## src/rtl/apa_pkg.sv

```systemverilog
// Package: shared types for the audio sample packet assembler.
// Assumes nothing beyond IEEE 1800-2017.
package apa_pkg;
    // Packet engine phases: idle, waiting for medium, header beat, payload beats.
    typedef enum logic [1:0] {
        PH_IDLE = 2'd0,
        PH_HOLD = 2'd1,
        PH_HEAD = 2'd2,
        PH_BODY = 2'd3
    } apa_phase_e;
endpackage

```

## src/rtl/apa_sample_fifo.sv

```systemverilog
// Module: apa_sample_fifo
// Circular sample buffer with occupancy count and a sticky drop flag.
// Assumes DEPTH is a power of two; a write on a full buffer is dropped
// even if a read happens in the same cycle.
module apa_sample_fifo #(
    parameter int W     = 8,
    parameter int DEPTH = 16,
    localparam int AW   = $clog2(DEPTH),
    localparam int CW   = $clog2(DEPTH + 1)
) (
    input  logic          clk,
    input  logic          rst_n,
    input  logic          wr_en,
    input  logic [W-1:0]  wr_data,
    input  logic          rd_en,
    output logic [W-1:0]  rd_data,
    output logic [CW-1:0] count,
    output logic          overflow
);
    logic [W-1:0]  mem [DEPTH];
    logic [AW-1:0] wr_ptr;
    logic [AW-1:0] rd_ptr;
    logic          full;
    logic          do_wr;
    logic          do_rd;

    // Derive full and the gated write/read enables.
    always_comb begin
        full  = (count == CW'(DEPTH));
        do_wr = wr_en && !full;
        do_rd = rd_en && (count != '0);
    end

    // Store accepted samples at the write pointer.
    always_ff @(posedge clk) begin
        if (do_wr) begin
            mem[wr_ptr] <= wr_data;
        end
    end

    // Advance pointers and track occupancy.
    always_ff @(posedge clk) begin
        if (!rst_n) begin
            wr_ptr <= '0;
            rd_ptr <= '0;
            count  <= '0;
        end else begin
            if (do_wr) wr_ptr <= wr_ptr + 1'b1;
            if (do_rd) rd_ptr <= rd_ptr + 1'b1;
            case ({do_wr, do_rd})
                2'b10:   count <= count + 1'b1;
                2'b01:   count <= count - 1'b1;
                default: count <= count;
            endcase
        end
    end

    // Latch the drop flag until reset.
    always_ff @(posedge clk) begin
        if (!rst_n) begin
            overflow <= 1'b0;
        end else if (wr_en && full) begin
            overflow <= 1'b1;
        end
    end

    // Head of buffer is always presented.
    assign rd_data = mem[rd_ptr];

    // A strobe on a full buffer keeps occupancy from growing and raises the flag.
    assert_drop_full_R3: assert property (@(posedge clk) disable iff (!rst_n)
        (wr_en && full) |=> (overflow && count <= $past(count)));

    // The drop flag never clears outside reset.
    assert_ovf_sticky_R3: assert property (@(posedge clk) disable iff (!rst_n)
        overflow |=> overflow);

    // A read request never arrives on an empty buffer.
    assert_no_underrun_R2: assert property (@(posedge clk) disable iff (!rst_n)
        rd_en |-> (count != '0));
endmodule

```

## src/rtl/apa_hdr_pack.sv

```systemverilog
// Module: apa_hdr_pack
// Forms the header byte from control bits and station IDs.
// Assumes the control field sits at the top, then destination, then source.
module apa_hdr_pack #(
    parameter int ID_W   = 3,
    parameter int CTRL_W = 2,
    localparam int HW    = CTRL_W + 2 * ID_W
) (
    input  logic [CTRL_W-1:0] ctrl,
    input  logic [ID_W-1:0]   dst,
    input  logic [ID_W-1:0]   src,
    output logic [HW-1:0]     hdr
);
    // Concatenate fields MSB first: control, destination, source.
    always_comb begin
        hdr = {ctrl, dst, src};
    end
endmodule

```

## src/rtl/apa_pkt_framer.sv

```systemverilog
// Module: apa_pkt_framer
// Starts a packet once a full payload is buffered, waits for the medium
// grant, then emits the header and PAYLOAD bytes on a valid/ready stream.
// Assumes it is the only reader of the FIFO, so a started packet always
// finds its payload present.
module apa_pkt_framer
    import apa_pkg::*;
#(
    parameter int W       = 8,
    parameter int PAYLOAD = 8,
    parameter int CW      = 5,
    localparam int BW     = (PAYLOAD > 1) ? $clog2(PAYLOAD) : 1
) (
    input  logic          clk,
    input  logic          rst_n,
    input  logic [CW-1:0] fifo_count,
    input  logic [W-1:0]  fifo_data,
    input  logic [W-1:0]  hdr_in,
    input  logic          med_grant,
    input  logic          tx_ready,
    output logic          med_req,
    output logic          fifo_pop,
    output logic [W-1:0]  tx_data,
    output logic          tx_valid,
    output logic          tx_last
);
    apa_phase_e    phase;
    logic [BW-1:0] beat;
    logic [W-1:0]  hdr_q;
    logic          body_end;

    // Flag the final payload beat.
    always_comb begin
        body_end = (phase == PH_BODY) && (beat == BW'(PAYLOAD - 1));
    end

    // Phase sequencing, beat counting and header capture.
    always_ff @(posedge clk) begin
        if (!rst_n) begin
            phase <= PH_IDLE;
            beat  <= '0;
            hdr_q <= '0;
        end else begin
            case (phase)
                PH_IDLE: begin
                    if (fifo_count >= CW'(PAYLOAD)) begin
                        hdr_q <= hdr_in;
                        phase <= PH_HOLD;
                    end
                end
                PH_HOLD: begin
                    if (med_grant) phase <= PH_HEAD;
                end
                PH_HEAD: begin
                    if (tx_ready) begin
                        phase <= PH_BODY;
                        beat  <= '0;
                    end
                end
                PH_BODY: begin
                    if (tx_ready) begin
                        if (body_end) phase <= PH_IDLE;
                        else          beat  <= beat + 1'b1;
                    end
                end
                default: phase <= PH_IDLE;
            endcase
        end
    end

    // Drive stream outputs, request and FIFO pop from the phase.
    always_comb begin
        med_req  = (phase != PH_IDLE);
        tx_valid = (phase == PH_HEAD) || (phase == PH_BODY);
        tx_data  = (phase == PH_HEAD) ? hdr_q : fifo_data;
        tx_last  = body_end;
        fifo_pop = (phase == PH_BODY) && tx_ready;
    end

    // An offered byte that is not taken is held unchanged.
    assert_hold_stable_R8: assert property (@(posedge clk) disable iff (!rst_n)
        (tx_valid && !tx_ready) |=> (tx_valid && $stable(tx_data) && $stable(tx_last)));

    // The request covers every offered byte.
    assert_valid_has_req_R9: assert property (@(posedge clk) disable iff (!rst_n)
        tx_valid |-> med_req);

    // Accepting the last byte releases the medium.
    assert_last_ends_R9: assert property (@(posedge clk) disable iff (!rst_n)
        (tx_valid && tx_ready && tx_last) |=> !med_req);

    // An idle engine with a full payload buffered starts a packet.
    assert_start_R4: assert property (@(posedge clk) disable iff (!rst_n)
        (!med_req && fifo_count >= CW'(PAYLOAD)) |=> med_req);

    // No byte goes out before a grant has been seen.
    assert_wait_grant_R5: assert property (@(posedge clk) disable iff (!rst_n)
        (med_req && !tx_valid && !med_grant) |=> !tx_valid);
endmodule

```

## src/rtl/audio_pkt_assembler.sv

```systemverilog
// Module: audio_pkt_assembler (top)
// Buffers strobed audio samples and sends them as header-plus-payload
// packets once the shared medium is granted.
// Assumes DEPTH is a power of two and DEPTH >= PAYLOAD.
module audio_pkt_assembler #(
    parameter int SMP_W   = 8,
    parameter int ID_W    = 3,
    parameter int CTRL_W  = 2,
    parameter int DEPTH   = 16,
    parameter int PAYLOAD = 8
) (
    input  logic              clk,
    input  logic              rst_n,
    input  logic              smp_valid,
    input  logic [SMP_W-1:0]  smp_data,
    input  logic [ID_W-1:0]   src_id,
    input  logic [ID_W-1:0]   dst_id,
    input  logic [CTRL_W-1:0] mode,
    output logic              med_req,
    input  logic              med_grant,
    output logic [SMP_W-1:0]  tx_data,
    output logic              tx_valid,
    input  logic              tx_ready,
    output logic              tx_last,
    output logic              smp_overflow
);
    localparam int CW = $clog2(DEPTH + 1);

    logic [CW-1:0]    fifo_count;
    logic [SMP_W-1:0] fifo_data;
    logic             fifo_pop;
    logic [SMP_W-1:0] hdr_byte;

    apa_sample_fifo #(
        .W     (SMP_W),
        .DEPTH (DEPTH)
    ) fifo_i (
        .clk      (clk),
        .rst_n    (rst_n),
        .wr_en    (smp_valid),
        .wr_data  (smp_data),
        .rd_en    (fifo_pop),
        .rd_data  (fifo_data),
        .count    (fifo_count),
        .overflow (smp_overflow)
    );

    apa_hdr_pack #(
        .ID_W   (ID_W),
        .CTRL_W (CTRL_W)
    ) hdr_i (
        .ctrl (mode),
        .dst  (dst_id),
        .src  (src_id),
        .hdr  (hdr_byte)
    );

    apa_pkt_framer #(
        .W       (SMP_W),
        .PAYLOAD (PAYLOAD),
        .CW      (CW)
    ) framer_i (
        .clk        (clk),
        .rst_n      (rst_n),
        .fifo_count (fifo_count),
        .fifo_data  (fifo_data),
        .hdr_in     (hdr_byte),
        .med_grant  (med_grant),
        .tx_ready   (tx_ready),
        .med_req    (med_req),
        .fifo_pop   (fifo_pop),
        .tx_data    (tx_data),
        .tx_valid   (tx_valid),
        .tx_last    (tx_last)
    );

    // Header field layout must match the byte width.
    initial begin
        assert_hdr_width_R6: assert (CTRL_W + 2 * ID_W == SMP_W);
    end
endmodule

```

## config.mk

```make
export PLATFORM = sky130hd
export DESIGN_NAME = audio_pkt_assembler
export DESIGN_NICKNAME = d
export VERILOG_FILES = /design/src/rtl/apa_pkg.sv /design/src/rtl/apa_sample_fifo.sv /design/src/rtl/apa_hdr_pack.sv /design/src/rtl/apa_pkt_framer.sv /design/src/rtl/audio_pkt_assembler.sv
export SDC_FILE = /design/constraint.sdc
export NUM_CORES = 1
export LEC_CHECK = 0
export ABC_AREA = 1
export BUFFER_PORTS_ARGS = -buffer_cell sky130_fd_sc_hd__buf_2
export CORE_ASPECT_RATIO = 1.25
export CORE_MARGIN = 2
export CORE_UTILIZATION = 40
export CTS_CLUSTER_DIAMETER = 30
export DETAILED_ROUTE_END_ITERATION = 16
export GPL_ROUTABILITY_DRIVEN = 0
export PLACE_DENSITY = 0.54
export SLEW_MARGIN = 20
export SYNTH_ARGS = -nofsm -noshare
export SYNTH_HDL_FRONTEND = slang
export SYNTH_SLANG_ARGS = --single-unit
```

## constraint.sdc

```tcl
create_clock -name clk -period 4.1 [get_ports clk]
set_input_delay 0.205 -clock clk [delete_from_list [all_inputs] [get_ports clk]]
set_output_delay 0.205 -clock clk [all_outputs]
set_load 0.03 [all_outputs]
```

# Yosys cells after proc, flatten, opt, wreduce, memory -nomap -nowiden
# Memories as Yosys holds them, arrays and structs flattened. A register that Yosys moved wholly into a read port is not among the register bits.
# Cells that the tools add are included.
# Widths: inputs -> output; s select.
# op_classes
mux	16
n_addsub	5
n_lt_le_gt_ge	1
n_reduce_logical	15
eq_ne	13
# op_table
operator	n
$mux 2	5
$ne 2x2->1 const B	5
$pmux 5 s2	1
$mux 3	3
$add 4x1->4 const B	2
$mux 4	2
$mux 8	1
$pmux 2 s4	1
$eq 2x2->1 const B	3
$pmux 3 s2	1
$reduce_bool 2->1	3
$add 5x1->5 const B	1
$eq 5x5->1 const B	1
$ge 5x4->1 const B	1
$logic_and 1x1->1	5
$reduce_and 5->1	1
$reduce_bool 5->1	1
$sub 5x1->5 const B	1
$eq 2x1->1 const B	2
$reduce_and 4->1	1
$add 3x1->3 const B	1
$eq 3x3->1 const B	1
$logic_not 2->1	1
$mux 1	2
other kinds (4)	4
# word_totals
n_memories	1
elab_cells	58
out_inout_bits	12
register_bits	27
ram_bits	128
inputBits	21
# mem_list
name	words	width	read_ports	rd_ports_with_merged_regs	write_ports	line_no	source
fifo_i.mem	16	8	1	1	1	apa_sample_fifo.sv:20	logic [W-1:0] mem [DEPTH];

# Longest topological paths before layout
# Gate-level depths: netlist of the first run.
# depth
ltp_word	5
mapped_depth	15
ltp_nobuf	15

# Modules after synthesis
# A second synthesis of the first run with hierarchy kept.
# hier_totals
cells_unflattened	605
hier_area_um2	6929.1
# modules_own_cells
module	cells_per_inst	instances	area_each_um2	seq_area_each_um2
apa_sample_fifo	477	1	6060.8	4204.0
apa_pkt_framer	120	1	808.3	260.2
apa_hdr_pack	8	1	60.1	0.0

# Worst setup path after synthesis of the first run
# OpenSTA, ideal clock, no wires.
# synth_timing
kind	register to register
from	register framer_i.phase[0]
to	register fifo_i.count[4]
arrival_time_ns	1.955
stages_incl_launch_ff	15
required_time_ns	4.029
setup_ns	0.071
setup_slack_ns	2.074
cell_sequence	dfxtp_1 ha_1 nand3_1 inv_1 ha_1 xor2_1 ha_1 inv_1 nand2_1 nand3_1 nand2_1 nand2_1 nand2_1 nand2_1 a21oi_1
# synth_between
elab_chain_len	5
# synth_lines
item	line_no	source
start: declaration	apa_pkt_framer.sv:27	apa_phase_e phase;
start signal: assignment	apa_pkt_framer.sv:40	phase <= PH_IDLE;
start signal: assignment	apa_pkt_framer.sv:48	phase <= PH_HOLD;
start signal: assignment	apa_pkt_framer.sv:52	if (med_grant) phase <= PH_HEAD;
$eq 2x2->1 *	apa_pkt_framer.sv:77	fifo_pop = (phase == PH_BODY) && tx_ready;
$logic_and 1x1->1 *	apa_pkt_framer.sv:77	
$logic_and 1x1->1 *	apa_sample_fifo.sv:31	do_rd = rd_en && (count != '0);
$eq 2x1->1 / $eq 2x2->1 (equally long branches)	apa_sample_fifo.sv:50	case ({do_wr, do_rd})
$pmux 5 s2 / $reduce_bool 2->1 (equally long branches)	--	
end signal: assignment	apa_sample_fifo.sv:51	2'b10: count <= count + 1'b1;
end signal: assignment	apa_sample_fifo.sv:52	2'b01: count <= count - 1'b1;
end signal: assignment	apa_sample_fifo.sv:53	default: count <= count;
end: declaration	apa_sample_fifo.sv:17	output logic [CW-1:0] count,
# Mark *: on every way between the ends. The rest lies on a longest branch, timed or not.
# A chain may end at the register's enable or synchronous reset.

==> impl_metrics.py, run 1 <==
metrics = {
    "sta": {
        "period_share": 0.6704,
        "worst_slack_ns": 1.351,
        "clock.fmax_mhz": 363.8,
        "rsz0062_at_grt": "false",
        "hold_violations": 0,
        "setup_tns_ns": 0,
        "final_max_slew_viol_count": 0,
        "skew_ns": 0.009734,
        "worst_slew_pin_slew_ns": 0.9208,
        "max-slew-margin-rel": 0.3861,
        "setup_viol": 0,
        "period_minus_slack_ns": 2.749,
    },
    "yosys": {
        "synth_fa_ha_area_frac": 0.02740,
        "synth-xor-area-share": 0.008951,
        "muxShareOfSynthArea": 0,
        "synth_edf_count": 128,
        "synth-compound-area-share": 0.03033,
        "synth_top_area_cell": "edfxtp_1",
        "postSynth.asyncResetShare": 0,
        "ys_seq_area_frac": 0.6518,
        "synth-simple-area-share": 0.2284,
        "synth_top_area_share": 0.5612,
        "synth_nets": 700,
        "synth_top_family_by_area": "simple AND/OR/NAND/NOR gates",
        "yosysUniqueCellTypes": 24,
        "syn_area_um2": 6849,
        "netlist_instances": 664,
        "ys_top_cells_by_area": "edfxtp_1 56%, nand2_1 12%, dfxtp_1 9.1%",
        "syn_area_per_cell_um2": 10.31,
        "ys_seq_elements": 159,
        "synthFlopType": "edfxtp_1",
        "yosys_warnings": 0,
    },
    "placement": {
        "dp_hpwl_mm": 10.04,
        "port_buffers": 32,
        "pre_cts_ws_ns": 1.709,
    },
    "power": {
        "swShare": 0.2559,
        "switchingPower_uw": 992.5,
        "seqPwrFrac": 0.469,
        "comb_power_share": 0.120,
        "pwr-share-clk": 0.411,
        "p_leak_nw": 3.054,
        "ir_drop_v": 0.0002883,
        "p_int_mw": 2.885,
        "power_density_nw_per_um2": 503.4,
    },
    "worst_setup_path": {
        "rrSetupSlack_ns": 1.69,
        "cp-end-kind": "output pin",
        "startpoint_type": "flip-flop",
        "worstPathRequired_ns": 3.89,
        "reg2reg_from": "framer_i.phase[0]",
        "path_class": "reg2out",
        "r2r_end": "fifo_i.count[4]",
        "reg2reg_depth": 14,
        "crit_fanout": 64,
        "cp_data_arrival_time_ns": 2.54,
    },
    "floorplanning": {
        "placementRows": 53,
        "coreArea_um2": 16780,
        "dieHeight_um": 150.3,
        "dieArea_um2": 18190,
        "start_util": 0.4082,
        "die_w_um": 121.0,
        "io_pins": 33,
    },
    "worst_hold_path": {
        "whs_path_depth": 3,
        "min_to": "framer_i.hdr_q[1]",
        "hold_path_class": "in2reg",
        "min_from": "src_id[1]",
    },
    "clocking": {
        "cts_tree": "built",
        "root_buffer": "clkbuf_16",
        "cts_resized": 0,
        "clkTransAtPathRegs_ns": 0.06,
        "clkLatencyLatePin_ns": 0.42,
        "ctsHoldBuffers": 0,
        "h-tree-depth": 4,
        "clock_tree.buffer_depth": 2,
        "cts_post_setup_buffers_inserted": 0,
        "clock_sinks": 159,
        "cts_buffers": 17,
    },
    "routing": {
        "postRouteAntennaNets": 0,
        "wirelength_mm": 15.66,
        "remaining_drc_errors": 0,
        "drt_iter0_markers": 324,
        "first_pass_iters": 5,
        "vias": 4644,
        "routedWlPerCell_um": 16.97,
        "routed_via_density": 5.031,
    },
    "finish": {
        "num-nets-final": 726,
        "area_growth_pct": 12.48,
        "final_cell_mix": "226 x nand2_1, 128 x edfxtp_1, 106 x nand3_1",
        "layout_commonest_cell": "nand2_1",
        "num-fill-cells": 1562,
        "seq_area_um2": 4466,
        "drive_gt1_frac": 0.1081,
        "multi_input_area_um2": 2021,
        "diodes": 0,
    },
    "grt": {
        "antenna_found_initial": 0,
        "grt-ovfl-total": 0,
        "grt_first_pass_wirelength_mm": 24.48,
        "grt_max_degree": 65,
        "first_global_vias": 4492,
        "grt_use_total": 0.1831,
    },
    "status": {
        "outcome": "finished clean",
    },
    "job": {
        "drv_cap": 0,
    },
}
==> power groups by stage <==
| stage | Combinational [mW] | Clock, mW | Sequential [mW] |
|---|---|---|---|
| after floorplan | 0.336 | 0 | 1.85 |
| after global placement | 0.465 | 0 | 1.85 |
| after detailed placement | 0.472 | 0 | 1.85 |
| after CTS | 0.473 | 1.61 | 1.82 |
| after global routing | 0.523 | 1.69 | 1.82 |
| final | 0.466 | 1.59 | 1.82 |
==> flip-flops by register name (all words and copies together) (netlist names), named ones only <==
signal           count
fifo_i.count         5
fifo_i.mem         128
fifo_i.overflow      1
fifo_i.rd_ptr        4
fifo_i.wr_ptr        4
framer_i.beat        3
framer_i.hdr_q       8
framer_i.phase       2
==> worst max-delay path by stage <==
stage | cells past startpoint | startpoint | end | slack, ns
after detailed placement | 14 | framer_i.phase[0] | fifo_i.count[4] | 1.71
after CTS | 10 | flip-flop | tx_data[4] | 1.28
after floorplan | 14 | framer_i.phase[0] | fifo_i.count[4] | 2.07
final | 10 | flip-flop | tx_data[4] | 1.35
after global routing | 10 | flip-flop | tx_data[0] | 1.08
after global placement | 14 | framer_i.phase[0] | fifo_i.count[4] | 1.75
==> kinds of logic (layout without fill, tap and decap cells) <==
logic type,after synthesis,after routing
XOR/XNOR,7,7
AO/OA/AOI/OAI,38,38
adder cells (fa/ha/maj),15,15
AND/OR/NAND/NOR,378,378
buffers and inverters,67,106
flip-flops,159,159
==> final cells by class <==
class                           instances  share of cell area
Clock inverter                         10             0.01218
Tap cell                              220             0.03573
Sequential cell                       159              0.5797
Clock buffer                           22             0.06724
Multi-Input combinational cell        438              0.2623
Inverter                               39             0.01917
Timing Repair Buffer                   35             0.02371
==> per-stage QoR <==
| step | total power [mW] | utilization | std cells | cell area (µm²) | hold slack (ns) |
|---|---|---|---|---|---|
| after floorplan | 2.182 | - | 664 | 6849 | 0.3039 |
| after global placement | 2.314 | 0.4226 | 891 | 7091 | 0.4541 |
| after detailed placement | 2.324 | 0.4226 | 891 | 7091 | 0.4679 |
| after CTS | 3.906 | 0.4591 | 923 | 7702 | 0.02858 |
| after global routing | 4.032 | 0.4592 | 923 | 7704 | 0.04107 |
| final | 3.878 | 0.4592 | 923 | 7704 | 0.04276 |
==> metal layers <==
layer / global-route usage / wire length, µm / vias to the layer above / part of all wire
li1: - / - / 2286 / -
met1: 0.2100 / 6364 / 2240 / 0.41
met2: 0.3306 / 8351 / 93 / 0.53
met3: 0.03295 / 483 / 25 / 0.031
met4: 0.08256 / 462 / 0 / 0.029
met5: 0 / 0 / - / 0
==> cell usage after synthesis (2+ instances only) <==
cell type,number
inv_1,34
nand3_1,106
a21oi_1,15
o21ai_1,2
a22oi_1,2
nand2_2,2
dfxtp_1,31
ha_1,15
buf_4,5
inv_2,5
nand2_1,226
o21ai_0,16
nor2_1,41
buf_6,11
buf_2,9
clkbuf_1,3
edfxtp_1,128
nand4_1,2
xor2_1,6
==> worst max-delay path, stage by stage, from the launching register on <==
cell and delay, ns:
dfxtp_2 0.34, clkinv_2 0.68, nand2_1 0.28, nand3_1 0.14, nand3_1 0.13, nand2_1 0.08, nand2_1 0.06, nand2_1 0.09
nand2_1 0.07, nand2_1 0.04, buf_2 0.17
(Power assumes the default switching activity.)
==> inputs of run 2 (changes only) <==
- ABC_AREA: 1 -> 0
- clock period: 4.1 -> 2.57 ns (I/O delays scaled with it)
==> run 2 against run 1 <==
Effect of this change: first-iteration DRC count down 21%; wire length shrank 11%; clock-buffer cell count decreased by 5; worst setup slack worse by 1.3 ns; cell count shrank 25%; flip-flop and latch count unchanged; die area is 1.8% lower; global-route usage down 1.8 points; utilization is 2.1 points higher; register-to-register slack worse by 1.5 ns; cell area rose by 3.8%; largest cell class unchanged.
==> impl_metrics.py, run 2 <==
metrics = {
    "yosys": {
        "yosysUniqueCellTypes": 56,
        "ys_top_cells_by_area": "edfxtp_1 57%, dfxtp_1 9.2%, mux4_2 6.7%",
        "ys_seq_elements": 159,
        "synth_edf_count": 128,
        "ys_seq_area_frac": 0.6638,
        "synth-simple-area-share": 0.05265,
        "syn_area_um2": 6725,
        "synth_top_area_cell": "edfxtp_1",
        "synthFlopType": "edfxtp_1",
        "synth-compound-area-share": 0.06419,
        "ys_top_cells_by_count": "128 x edfxtp_1, 38 x nor2_1, 31 x dfxtp_1, 20 x mux4_2, 19 x mux2i_1",
        "synth_nets": 436,
        "yosysMostFrequentCell": "edfxtp_1",
        "synth_fa_ha_area_frac": 0.02791,
        "syn_area_per_cell_um2": 16.81,
        "netlist_instances": 400,
        "postSynth.asyncResetShare": 0,
        "yosys_warnings": 0,
        "muxShareOfSynthArea": 0.1438,
        "synth-xor-area-share": 0.01042,
        "synth_top_family_by_area": "multiplexers",
        "synth_top_area_share": 0.5715,
    },
    "clocking": {
        "clkLatencyLatePin_ns": 0.43,
        "clock_sinks": 159,
        "h-tree-depth": 4,
        "cts_buffers": 17,
        "cts_tree": "built",
        "root_buffer": "clkbuf_16",
        "clock_tree.buffer_depth": 2,
        "clkTransAtPathRegs_ns": 0.07,
    },
    "grt": {
        "first_global_vias": 3750,
        "busiest_layer": "met2",
        "antenna_found_initial": 0,
        "use_met1": 0.1977,
        "grt_max_degree": 29,
        "grt_use_total": 0.1647,
        "gr-usage-met2": 0.2878,
        "grt_first_pass_wirelength_mm": 21.55,
        "gr-usage-met3": 0.03861,
        "grt-ovfl-total": 0,
    },
    "worst_setup_path": {
        "cp_data_arrival_time_ns": 2.35,
        "critPathMaxStageDelay_ns": 0.56,
        "startpoint_type": "flip-flop",
        "rrSetupSlack_ns": 0.15,
        "reg2reg_depth": 10,
        "r2r_end": "fifo_i.count[2]",
        "cp-end-kind": "output pin",
        "critPathSlowestCell": "mux4_1",
        "worstPathCellList": "clkbuf_16, mux4_1, mux2i_2, a211oi_1, a21o_1, buf_2",
        "path_class": "reg2out",
        "reg2reg_from": "fifo_i.count[0]",
        "crit_fanout": 8,
        "setup.worst_path.end": "tx_data[4]",
        "worstPathRequired_ns": 2.44,
    },
    "routing": {
        "drt_iter0_markers": 256,
        "first_pass_iters": 4,
        "routedWlPerCell_um": 20.11,
        "routed_via_density": 5.247,
        "remaining_drc_errors": 0,
        "postRouteAntennaNets": 0,
        "wirelength_mm": 13.97,
        "vias": 3647,
    },
    "sta": {
        "final_max_slew_viol_count": 0,
        "setup_viol": 0,
        "worst_slew_pin_slew_ns": 0.9565,
        "worst_slack_ns": 0.09225,
        "period_share": 0.9641,
        "max-slew-margin-rel": 0.3600,
        "period_minus_slack_ns": 2.478,
        "clock.fmax_mhz": 403.6,
        "hold_violations": 0,
        "skew_ns": 0.01832,
    },
    "finish": {
        "largestRegisters": "fifo_i.mem x128, framer_i.hdr_q x8, fifo_i.count x5",
        "largest_register_ffs": 128,
        "diodes": 0,
        "area_growth_pct": 18.85,
        "final_cell_mix": "128 x edfxtp_1, 38 x nor2_1, 32 x buf_2",
        "layout_commonest_cell": "edfxtp_1",
        "fin_util": 0.4802,
        "num-nets-final": 498,
        "drive_gt1_frac": 0.2884,
        "largest-register": "fifo_i.mem",
    },
    "worst_hold_path": {
        "hold_path_class": "in2reg",
        "min_from": "rst_n",
    },
    "floorplanning": {
        "dieHeight_um": 149.0,
        "placementRows": 53,
        "io_pins": 33,
        "start_util": 0.4040,
        "dieArea_um2": 17870,
        "die_w_um": 120.0,
        "coreArea_um2": 16640,
    },
    "placement": {
        "dp_hpwl_mm": 9.052,
        "port_buffers": 32,
        "pre_cts_ws_ns": 0.06963,
    },
    "power": {
        "ir_drop_v": 0.0004336,
        "power_density_nw_per_um2": 718.9,
        "p_leak_nw": 2.821,
    },
    "status": {
        "outcome": "finished clean",
    },
    "job": {
        "drv_cap": 0,
    },
}
-- run 2: cell types whose count changed after synthesis, moves of 5 or more --
| cell | delta |
|---|---|
| nand2_1 | -220 |
| o21ai_0 | -14 |
| nand3_1 | -100 |
| a21oi_1 | -7 |
| mux4_1 | +12 |
| a21o_1 | +9 |
| buf_6 | -5 |
| o22ai_1 | +8 |
| inv_1 | -23 |
| mux4_2 | +20 |
| a211oi_1 | +8 |
| mux2i_1 | +19 |
-- run 2: logic make-up after synthesis --
family                   Yosys count
AND/OR/NAND/NOR                   74
buffers and inverters             35
AO/OA/AOI/OAI                     57
adder cells (fa/ha/maj)           15
XOR/XNOR                           8
multiplexers                      52
flip-flops                       159
-- run 2: what timing repair did --
| action | 4_1_cts | 5_1_grt |
|---|---|---|
| gates resized for setup | 4 | 10 |
| setup buffers | 0 | 2 |
| endpoints found under the hold margin | 8 | 0 |
| pin swaps | 0 | 5 |
| endpoints found under the setup margin | 4 | 6 |
| gates cloned | 1 | 1 |
| hold buffers | 8 | 0 |
-- run 2: area by class of cell --
| class | count | area (µm²) |
|---|---|---|
| fillers | 1403 | 8652 |
| flip-flops and latches | 159 | 4472 |
| multi-input cells | 206 | 2110 |
| repair buffers | 66 | 494.2 |
| clock buffers | 17 | 425.4 |
| well taps | 220 | 275.3 |
| clock inverters | 15 | 171.4 |
| inverters | 12 | 45.04 |
-- run 2: metal layers --
metal,vias to the layer above,part of all wire
met5,-,0
met4,0,0.0079
met3,9,0.040
met2,73,0.54
met1,1868,0.41
li1,1697,-
-- run 2: how the worst min path moves through the flow --
stage / to / slack, ns / cells past startpoint
finish: fifo_i.count[4] / 0.05 / 3
global route: fifo_i.count[4] / 0.08 / 3
floorplan: fifo_i.mem[0][0] / 0.23 / 0
global placement: framer_i.hdr_q[2] / 0.36 / 3
CTS: fifo_i.count[4] / 0.03 / 3
detailed placement: framer_i.hdr_q[6] / 0.37 / 3
-- run 2: through the flow --
stage | std cells | instance area, µm² | setup TNS (ns) | power [mW] | hold slack, ns
after global placement | 651 | 7181 | 0 | 3.253 | 0.3609
final | 695 | 7993 | 0 | 5.746 | 0.05327
after detailed placement | 651 | 7181 | 0 | 3.265 | 0.3739
after global routing | 695 | 7993 | -0.001089 | 5.939 | 0.07892
after floorplan | 400 | 6790 | -0.004090 | 3.126 | 0.2274
after CTS | 692 | 7905 | 0 | 5.786 | 0.02832
-- run 2: critical path, delay by kind of cell, from the launching register on --
kind | cells | cell delay [ns]
compound gates | 2 | 0.33
buf+inv | 2 | 0.36
flops | 1 | 0.41
mux | 2 | 0.83
-- run 2: power breakdown --
group	internal, mW	total, mW	switching, mW
Clock	1.46	2.52	1.06
Sequential	2.82	2.84	0.0259
Combinational	0.142	0.380	0.239
Total	4.42	5.75	1.33
